$ cat src/rtl/banked_intc.sv
module banked_intc #(
  parameter int BANK_W    = 32,
  parameter int NBANK     = 2,
  parameter int ADDR_W    = 8,
  parameter int STAT_OFS  = 'h80,
  parameter int SEL_OFS   = 'h98,
  parameter int ENSET_OFS = 'hA0,
  parameter int ENCLR_OFS = 'hA8,
  parameter int ACK_OFS   = 'hD8
) (
  input  logic                    clk,
  input  logic                    rst_n,
  input  logic [BANK_W*NBANK-1:0] src_req,
  input  logic [ADDR_W-1:0]       addr,
  input  logic                    wr_en,
  input  logic [BANK_W-1:0]       wdata,
  output logic [BANK_W-1:0]       rdata,
  output logic                    irq_o,
  output logic                    fiq_o
);
  localparam int NSRC = BANK_W * NBANK;

  logic [NSRC-1:0] pend_q, en_q, sel_q, prev_q;
  logic [NSRC-1:0] set_m, clr_m, ack_m, sel_m, rise, status;

  for (genvar b = 0; b < NBANK; b++) begin : g_bank
    localparam int LO = b * BANK_W;
    assign set_m[LO +: BANK_W] = (wr_en && addr == ADDR_W'(ENSET_OFS + 4*b)) ? wdata : '0;
    assign clr_m[LO +: BANK_W] = (wr_en && addr == ADDR_W'(ENCLR_OFS + 4*b)) ? wdata : '0;
    assign ack_m[LO +: BANK_W] = (wr_en && addr == ADDR_W'(ACK_OFS + 4*b))   ? wdata : '0;
    assign sel_m[LO +: BANK_W] = {BANK_W{wr_en && addr == ADDR_W'(SEL_OFS + 4*b)}};
  end

  assign rise   = src_req & ~prev_q;
  assign status = pend_q & en_q;
  assign irq_o  = |(status & ~sel_q);
  assign fiq_o  = |(status & sel_q);

  always_ff @(posedge clk) begin
    if (!rst_n) begin
      prev_q <= '0;
      pend_q <= '0;
      en_q   <= '0;
      sel_q  <= '0;
    end else begin
      prev_q <= src_req;
      pend_q <= (pend_q & ~ack_m) | rise;
      en_q   <= (en_q | set_m) & ~clr_m;
      sel_q  <= (sel_q & ~sel_m) | ({NBANK{wdata}} & sel_m);
    end
  end

  always_comb begin
    rdata = '0;
    for (int b = 0; b < NBANK; b++) begin
      if (addr == ADDR_W'(STAT_OFS + 4*b))  rdata = status[b*BANK_W +: BANK_W];
      if (addr == ADDR_W'(SEL_OFS + 4*b))   rdata = sel_q[b*BANK_W +: BANK_W];
      if (addr == ADDR_W'(ENSET_OFS + 4*b)) rdata = en_q[b*BANK_W +: BANK_W];
    end
  end
endmodule

$ cat config.mk
export PLATFORM = sky130hd
export DESIGN_NAME = banked_intc
export DESIGN_NICKNAME = d
export VERILOG_FILES = /design/src/rtl/banked_intc.sv
export SDC_FILE = /design/constraint.sdc
export NUM_CORES = 1
export LEC_CHECK = 0
export BUFFER_PORTS_ARGS = -buffer_cell sky130_fd_sc_hd__buf_2
export CORE_UTILIZATION = 40
export DETAILED_ROUTE_END_ITERATION = 16
export PLACE_DENSITY = 0.63
export SLEW_MARGIN = 20
export SYNTH_ARGS = -nofsm -noshare
export SYNTH_HDL_FRONTEND = slang
export SYNTH_SLANG_ARGS = --single-unit
$ cat constraint.sdc
create_clock -name clk -period 1.7 [get_ports clk]
set_input_delay 0.255 -clock clk [delete_from_list [all_inputs] [get_ports clk]]
set_output_delay 0.255 -clock clk [all_outputs]
set_load 0.02 [all_outputs]
==> flow_summary.json, run 1 <==
{
  "gp_congestion": 0.9807,
  "finalWirelength_um": 45920,
  "syn_nets": 1471,
  "synth_cells": 1364,
  "ant_nets": 0,
  "track_usage": 0.3046,
  "syn2layout_area_growth_pct": 52.75,
  "grt_max_degree": 65,
  "holdWs_ns": 0.02103,
  "final_max_slew_viol_count": 0,
  "clock_path_buffers": 3,
  "arrival_ns": 2.14,
  "nFillCells": 2263,
  "antennaDiodeCount": 0,
  "dieArea_um2": 28640,
  "drt-initial-drc-count": 1576,
  "fin_nets": 1790,
  "initial_core_util": 0.4117,
  "critical_path_peak_fanout": 4,
  "clock_latency_ns": 0.55,
  "num_vias": 12199,
  "wl_per_cell_um": 22.12,
  "pre_cts_slack_ns": -0.4175,
  "pin_count": 141,
  "layout-drive-gt1-share": 0.3016,
  "num_rows": 60,
  "synth.avg_cell_area_um2": 8.203,
  "power_density_nw_per_um2": 835.5,
  "grt_first_pass_wirelength_um": 66460,
  "cts_tree": "done",
  "fin_crit_ns": 2.392,
  "crit_path_start_kind": "flop",
  "die_h_um": 169.2,
  "clk_pin_slew_worst_paths_ns": 0.06,
  "ys_types": 33,
  "grt_overflow": 0,
  "hold_viol": 0,
  "p_leak_uw": 0.006437,
  "clkSinkCount": 256,
  "yosys_warnings": 0,
  "critPathCaptureType": "output port",
  "slew_headroom": 0.7034,
  "port_buffers": 140,
  "required_ns": 1.44,
  "synth_seq_area_share": 0.4581,
  "antenna_found_initial": 1,
  "min_period_over_period": 1.407,
  "synth_seq_cells": 256,
  "fin_total_pwr_uw": 14280,
  "finalInstanceArea_um2": 17090,
  "grt_pass1_vias": 11451,
  "place_hpwl_um": 27580,
  "rsz0062_at_grt": "true",
  "syn_area_um2": 11190,
  "fmax_ghz": 0.4181,
  "drv_cap": 0,
  "hold_path.class": "input pin to flop",
  "drt-pass1-iter-count": 6,
  "h-tree-depth": 1,
  "violations": "negative setup slack",
  "fin_ws_ns": -0.6921,
  "critical_path_class": "flop to output port",
  "ir_drop_v": 0.0006886,
  "worst_slew_pin_slew_ns": 0.4402,
  "cts_buffers": 28,
  "setup_viol": 34,
  "die_w_um": 169.2,
  "clockRootBuffer": "clkbuf_16",
  "placeableCoreArea_um2": 27180,
  "drc": 0,
  "dpl_cell_area_um2": 13380,
  "skew_ns": 0.008650,
  "outcome": "finished with violations",
  "viasPerCell": 5.876
}
[final cells by class]
class                           instances  area, µm²  area share
Clock buffer                           39      802.0     0.04693
Clock inverter                         12      224.0     0.01310
Inverter                               33      128.9    0.007541
Multi-Input combinational cell        985       6705      0.3923
Sequential cell                       256       5176      0.3029
Tap cell                              372      465.4     0.02723
Timing Repair Buffer                  379       3588      0.2100
[cells in the mapped netlist]
cell type,count,share of area
a21oi_1,242,0.11
nand2_1,172,0.058
o22ai_1,9,0.0050
and2_1,66,0.037
o21a_1,9,0.0060
nand3b_1,49,0.033
clkbuf_1,59,0.020
buf_4,3,0.0020
o221ai_1,32,0.025
nor4b_2,1,0.0013
buf_1,1,0.00034
nand4_1,20,0.011
nor3_1,9,0.0040
a2bb2oi_1,23,0.018
nor4_1,8,0.0045
and4bb_2,1,0.0011
nand2b_1,64,0.036
and3_1,15,0.0084
dfxtp_1,256,0.46
or3b_2,1,0.00078
o21ai_0,87,0.039
nor4_2,1,0.0011
inv_1,33,0.011
nor3b_1,1,0.00067
buf_2,28,0.013
or4_1,1,0.00067
nand3_1,66,0.030
nor2_1,23,0.0077
and4bb_1,2,0.0022
a211oi_1,64,0.043
and3b_1,1,0.00078
o2111ai_1,16,0.013
nor4b_4,1,0.0021
[cells by family (layout without fill, tap and decap cells)]
family / Yosys count / in the layout / synth area share
simple gates: 502 / 503 / 0.2394
flops: 256 / 256 / 0.4581
compound gates: 482 / 482 / 0.2568
buf+inv: 124 / 463 / 0.04574
[worst max-delay path, cell delays in order (launching register included)]
cell       delay (ns)
dfxtp_1          0.41
nand3b_1         0.23
o2111ai_2        0.17
nor4_2           0.30
nand4_1          0.25
buf_6            0.22
[placed cells by master, fill, tap and decap left out, drive strengths merged]
master / instances
a211oi: 64
a21oi: 242
a2bb2oi: 23
and2: 66
and3: 15
and3b: 1
and4bb: 3
buf: 284
bufinv: 6
clkbuf: 43
clkinv: 5
clkinvlp: 1
dfxtp: 256
dlygate4sd3: 91
inv: 33
nand2: 172
nand2b: 64
nand3: 66
nand3b: 49
nand4: 20
nor2: 23
nor3: 9
nor3b: 1
nor4: 9
nor4b: 2
o2111ai: 16
o21a: 9
o21ai: 87
o221ai: 32
o22ai: 9
or3b: 1
or4: 2
[through the flow]
step,utilization,setup TNS [ns],instances
2_1_floorplan,-,-0.04593,1364
6_report,0.6289,-9.516,2076
5_1_grt,0.6289,-10.48,2076
3_5_place_dp,0.4924,-23.36,1900
4_1_cts,0.6070,-11.09,2063
3_3_place_gp,0.4924,-18.19,1900
[where the power goes]
part | switching (µW) | internal, µW | total, µW | leakage, µW
Sequential | 173 | 6200 | 6380 | 0.00211
Clock | 2590 | 4200 | 6790 | 0.000502
Combinational | 557 | 557 | 1110 | 0.00382
[per-layer routing]
| metal | track usage | wire (µm) | vias up | share of wire |
|---|---|---|---|---|
| met3 | 0.07113 | 4885 | 184 | 0.11 |
| met2 | 0.4920 | 20670 | 721 | 0.45 |
| met5 | 0 | 9 | - | 0.00020 |
| met1 | 0.3809 | 17910 | 5730 | 0.39 |
| met4 | 0.1504 | 2450 | 2 | 0.053 |
| li1 | - | - | 5562 | - |
[final timing paths]
path | from | endpoint | slack [ns] | cells after the start
min reg2reg | prev_q[6] | pend_q[6] | 0.48 | 2
max | flop | irq_o | -0.69 | 5
max reg2reg | en_q[0] | en_q[0] | 0.73 | 5
min | wdata[19] | en_q[51] | 0.02 | 2
[repair_timing]
action	in CTS	in global routing
gates cloned	10	5
endpoints found under the hold margin	192	0
buffers inserted	12	12
resized for setup	212	107
endpoints found under the setup margin	34	34
hold buffers	91	0
pin swaps	67	58
Note: power is estimated with default switching activity, not from simulation.
==> run 2: changes to the inputs <==
clock period = 2.35 ns   (was 1.7 ns; I/O delays follow)
==> run 2 against run 1 <==
Effect of this change:
- the flow still finishes with violations (negative setup slack)
- largest cell class unchanged
- critical path type unchanged
- design area is 20% lower
- largest power group is now registers
- routed wire length is 15% lower
- clock power is 37% lower
- flip-flop and latch count stayed put
- worst hold slack worse by 0.015 ns
==> flow_summary.json, run 2 (synthesis results as in run 1) <==
{
  "cts_tree": "done",
  "violations": "negative setup slack",
  "drt-pass1-iter-count": 8,
  "layout-drive-gt1-share": 0.1860,
  "dieArea_um2": 28640,
  "dpl_cell_area_um2": 12470,
  "place_hpwl_um": 26030,
  "viasPerCell": 5.792,
  "required_ns": 2.00,
  "clkSinkCount": 256,
  "post_cts_buffers": 0,
  "drt-initial-drc-count": 1189,
  "holdWs_ns": 0.006241,
  "crit_path_start_kind": "flop",
  "finalInstanceArea_um2": 13630,
  "pre_cts_slack_ns": -0.02913,
  "port_buffers": 140,
  "routed-wl-met3_um": 3625,
  "outcome": "finished with violations",
  "fmax_ghz": 0.4177,
  "critical_path_class": "flop to output port",
  "clock_path_buffers": 3,
  "clk_pin_slew_worst_paths_ns": 0.06,
  "dpl.cell_count": 1825,
  "placeableCoreArea_um2": 27180,
  "worst_slew_pin_slew_ns": 0.5419,
  "min_period_over_period": 1.019,
  "die_w_um": 169.2,
  "fin_ws_ns": -0.04394,
  "hold_path.class": "input pin to flop",
  "h-tree-depth": 1,
  "reg2reg_setup_slack_ns": 1.52,
  "layout_common_cells": "dfxtp_1 (244), a21oi_1 (235), nand2_1 (172)",
  "skew_ns": 0.02190,
  "num_vias": 10877,
  "clock_latency_ns": 0.56,
  "fin_nets": 1590,
  "worstSetupStartpoint": "pend_q[4]",
  "worstHoldStart": "src_req[39]",
  "drc": 0,
  "dr_wl_met2_um": 17720,
  "syn2layout_area_growth_pct": 21.84,
  "nFillCells": 2642,
  "final_common_cell": "dfxtp_1",
  "critical_path_peak_fanout": 4,
  "rsz0062_at_grt": "true",
  "layout.cells.non_filler": 1878,
  "slew_headroom": 0.6387,
  "setup_viol": 3,
  "final_max_slew_viol_count": 0,
  "gp_congestion": 0.9643,
  "drv_cap": 0,
  "grt_overflow": 0,
  "antenna_found_initial": 3,
  "critPathCaptureType": "output port",
  "track_usage": 0.2689,
  "timing.rr.start": "pend_q[38]",
  "finalWirelength_um": 38810,
  "fin_crit_ns": 2.394,
  "hold_viol": 0,
  "clockRootBuffer": "clkbuf_16",
  "regArea_um2": 5142,
  "grt_max_degree": 67,
  "wl_per_cell_um": 20.67,
  "routedLengthMet1_um": 16190,
  "ir_drop_v": 0.0005115,
  "initial_core_util": 0.4117,
  "num_rows": 60,
  "ant_nets": 0,
  "cts_buffers": 28,
  "grt_first_pass_wirelength_um": 59490,
  "die_h_um": 169.2,
  "power_density_nw_per_um2": 694.0,
  "multi_input_area_um2": 5763,
  "pin_count": 141,
  "dr.max_layer_used": "met5",
  "grt_pass1_vias": 10001,
  "arrival_ns": 2.04,
  "p_leak_uw": 0.005077
}
## run 2: metrics by stage
step	total power, µW	TNS [ns]	utilization
CTS	9524	-0.02120	0.4954
detailed placement	5236	-0.05817	0.4589
global route	9798	-0.1783	0.5015
floorplan	4939	0	-
finish	9461	-0.08652	0.5016
global placement	5220	-0.03365	0.4589
## run 2: critical path: stages, from the launching register on
cell,delay (ns)
dfxtp_1,0.35
nand3_1,0.09
nand4_1,0.14
nor4_2,0.36
nand4_1,0.30
buf_6,0.23
## run 2: final cells by class
class	instances	share of cell area
inverters	33	0.009454
clock buffers	35	0.05480
well taps	372	0.03414
flip-flops and latches	256	0.3772
clock inverters	17	0.01147
multi-input cells	984	0.4228
diodes	1	0.0001836
repair buffers	180	0.08995
## run 2: worst paths after layout
kind / cells past startpoint / to
min: 2 / prev_q[39]
max: 5 / fiq_o
min reg2reg: 2 / flop
max reg2reg: 2 / pend_q[38]
## run 2: timing repair
item | CTS | global route
pin swaps | 8 | 20
gates resized for setup | 18 | 42
endpoints found under the setup margin | 5 | 20
hold buffers | 0 | 0
## run 2: per-layer routing
metal	track usage	vias to the layer above
met5	0	-
met4	0.1003	2
met3	0.05877	87
met2	0.4310	532
met1	0.3534	5097
li1	-	5159
## run 2: where the power goes
part,total [µW],switching [µW],internal (µW)
clock network,4300,1820,2480
registers,4610,122,4490
logic,548,318,230
total,9460,2260,7200
==> run 3: changes to the inputs <==
BUFFER_PORTS_ARGS = unset   (was -buffer_cell sky130_fd_sc_hd__buf_2)
DONT_BUFFER_PORTS = 1   (was unset)
PLACE_DENSITY = 0.58   (was 0.63)
REMOVE_ABC_BUFFERS = 1   (was unset)
==> run 3 against run 2 <==
Effect of this change:
- clock skew shrank 0.015 ns
- clock power is 7.2% higher
- via count rose by 1.9%
- first-iteration DRC count fell by 0.76%
- die area unchanged
- the flow still finishes with violations (negative setup slack)
- largest cell class unchanged
- highest routed layer is now met4
- sequential power barely moved
- combinational power up 8.6%
- count of clock-buffer cells in the layout up 11
==> flow_summary.json, run 3 (synthesis results as in run 1) <==
{
  "outcome": "finished with violations",
  "violations": "negative setup slack",
  "drc": 0,
  "worst_slew_pin_slew_ns": 0.8367,
  "clkSinkCount": 256,
  "min_period_over_period": 1.008,
  "fin_crit_ns": 2.370,
  "layout-drive-gt1-share": 0.08495,
  "layout_common_cells": "dfxtp_1 (251), a21oi_1 (240), nand2_1 (172)",
  "critical_path_class": "flop to output port",
  "fin_nets": 1628,
  "critical_path_peak_fanout": 4,
  "grt_overflow": 0,
  "p_leak_uw": 0.005291,
  "port_buffers": 0,
  "dieArea_um2": 28640,
  "ant_nets": 0,
  "place_hpwl_um": 24240,
  "cts_tree": "done",
  "reg2regPathDepth": 3,
  "holdPathStages": 2,
  "clock_latency_ns": 0.54,
  "finalWirelength_um": 39680,
  "layout.cells.non_filler": 1914,
  "num_vias": 11083,
  "skew_ns": 0.006551,
  "finalInstanceArea_um2": 14490,
  "drt-pass1-iter-count": 5,
  "final_common_cell": "dfxtp_1",
  "fmax_ghz": 0.4220,
  "grt_pass1_vias": 10394,
  "cts_buffers": 28,
  "critPathCaptureType": "output port",
  "drv_cap": 0,
  "drt-initial-drc-count": 1180,
  "hold_viol": 0,
  "pre_cts_slack_ns": 0.1243,
  "grt_first_pass_wirelength_um": 60630,
  "clk_pin_slew_worst_paths_ns": 0.06,
  "fin_ws_ns": -0.01980,
  "die_w_um": 169.2,
  "gp_congestion": 0.8868,
  "antennaDiodeCount": 0,
  "setup_viol": 1,
  "hold_path.class": "input pin to flop",
  "rsz0062_at_grt": "true",
  "viasPerCell": 5.790,
  "final_max_slew_viol_count": 0,
  "arrival_ns": 2.02,
  "h-tree-depth": 1,
  "clockRootBuffer": "clkbuf_16",
  "holdWs_ns": 0.01592,
  "dpl_cell_area_um2": 11890,
  "pin_count": 141,
  "ir_drop_v": 0.0006107,
  "crit_path_start_kind": "flop",
  "wl_per_cell_um": 20.73,
  "antenna_found_initial": 0,
  "num_rows": 60,
  "grt_max_degree": 69,
  "initial_core_util": 0.4117,
  "required_ns": 2.00,
  "slew_headroom": 0.4404,
  "die_h_um": 169.2,
  "clock_path_buffers": 3,
  "syn2layout_area_growth_pct": 29.50,
  "dpl.cell_count": 1709,
  "track_usage": 0.2751,
  "placeableCoreArea_um2": 27180,
  "power_density_nw_per_um2": 677.3
}
-- run 3: cell types whose count changed in the layout (fill, tap and decap cells not counted), moves of 6 or more --
cell           delta
nand3_2          -10
clkinv_2          -9
dlygate4sd3_1   +153
clkbuf_8          +7
buf_4            +25
dfxtp_2           -6
nand3_1          +10
dfxtp_1           +7
buf_2           -133
-- run 3: worst paths after layout --
kind	start	end	slack, ns
max	flop	irq_o	-0.02
min	wdata[21]	en_q[53]	0.02
max reg2reg	en_q[32]	en_q[32]	1.04
min reg2reg	flop	flop	0.47
-- run 3: final cells by class --
type / count / area [µm²]
Fill cell: 2537 / 12690
Multi-Input combinational cell: 984 / 5627
Sequential cell: 256 / 5131
Timing Repair Buffer: 218 / 2157
Clock buffer: 46 / 879.6
Tap cell: 372 / 465.4
Inverter: 33 / 128.9
Clock inverter: 5 / 100.1
-- run 3: report_power, final --
| part | internal (µW) | switching (µW) | total, µW |
|---|---|---|---|
| registers | 4490 | 117 | 4600 |
| clock network | 2860 | 1750 | 4610 |
| logic | 329 | 266 | 595 |
-- run 3: metrics by stage --
step	TNS [ns]	utilization	power (µW)
final	-0.01980	0.5331	9813
after global routing	-0.03222	0.5331	10140
after CTS	-0.005436	0.5311	9863
after detailed placement	0	0.4375	5035
after global placement	0	0.4375	5023
after floorplan	-193.34	-	4911
-- run 3: repair_timing --
action	4_1_cts	5_1_grt
hold buffers	153	0
gates cloned	0	0
setup buffers	0	1
setup endpoints to repair	2	4
resized for setup	6	12
endpoints found under the hold margin	254	0
pin swaps	5	8
-- run 3: metal layers --
| layer | GRT usage | wire, µm | vias up | part of all wire |
|---|---|---|---|---|
| met5 | 0 | 0 | - | 0 |
| met4 | 0.1093 | 1598 | 0 | 0.040 |
| met3 | 0.04944 | 3255 | 95 | 0.082 |
| met2 | 0.4393 | 17750 | 526 | 0.45 |
| met1 | 0.3671 | 17070 | 5230 | 0.43 |
| li1 | - | - | 5232 | - |
-- run 3: critical path: stages, from the launching register on --
cell and delay [ns]:
dfxtp_1 0.39, nand3b_1 0.17, o2111ai_1 0.20, nor4_2 0.31, nand4_1 0.41
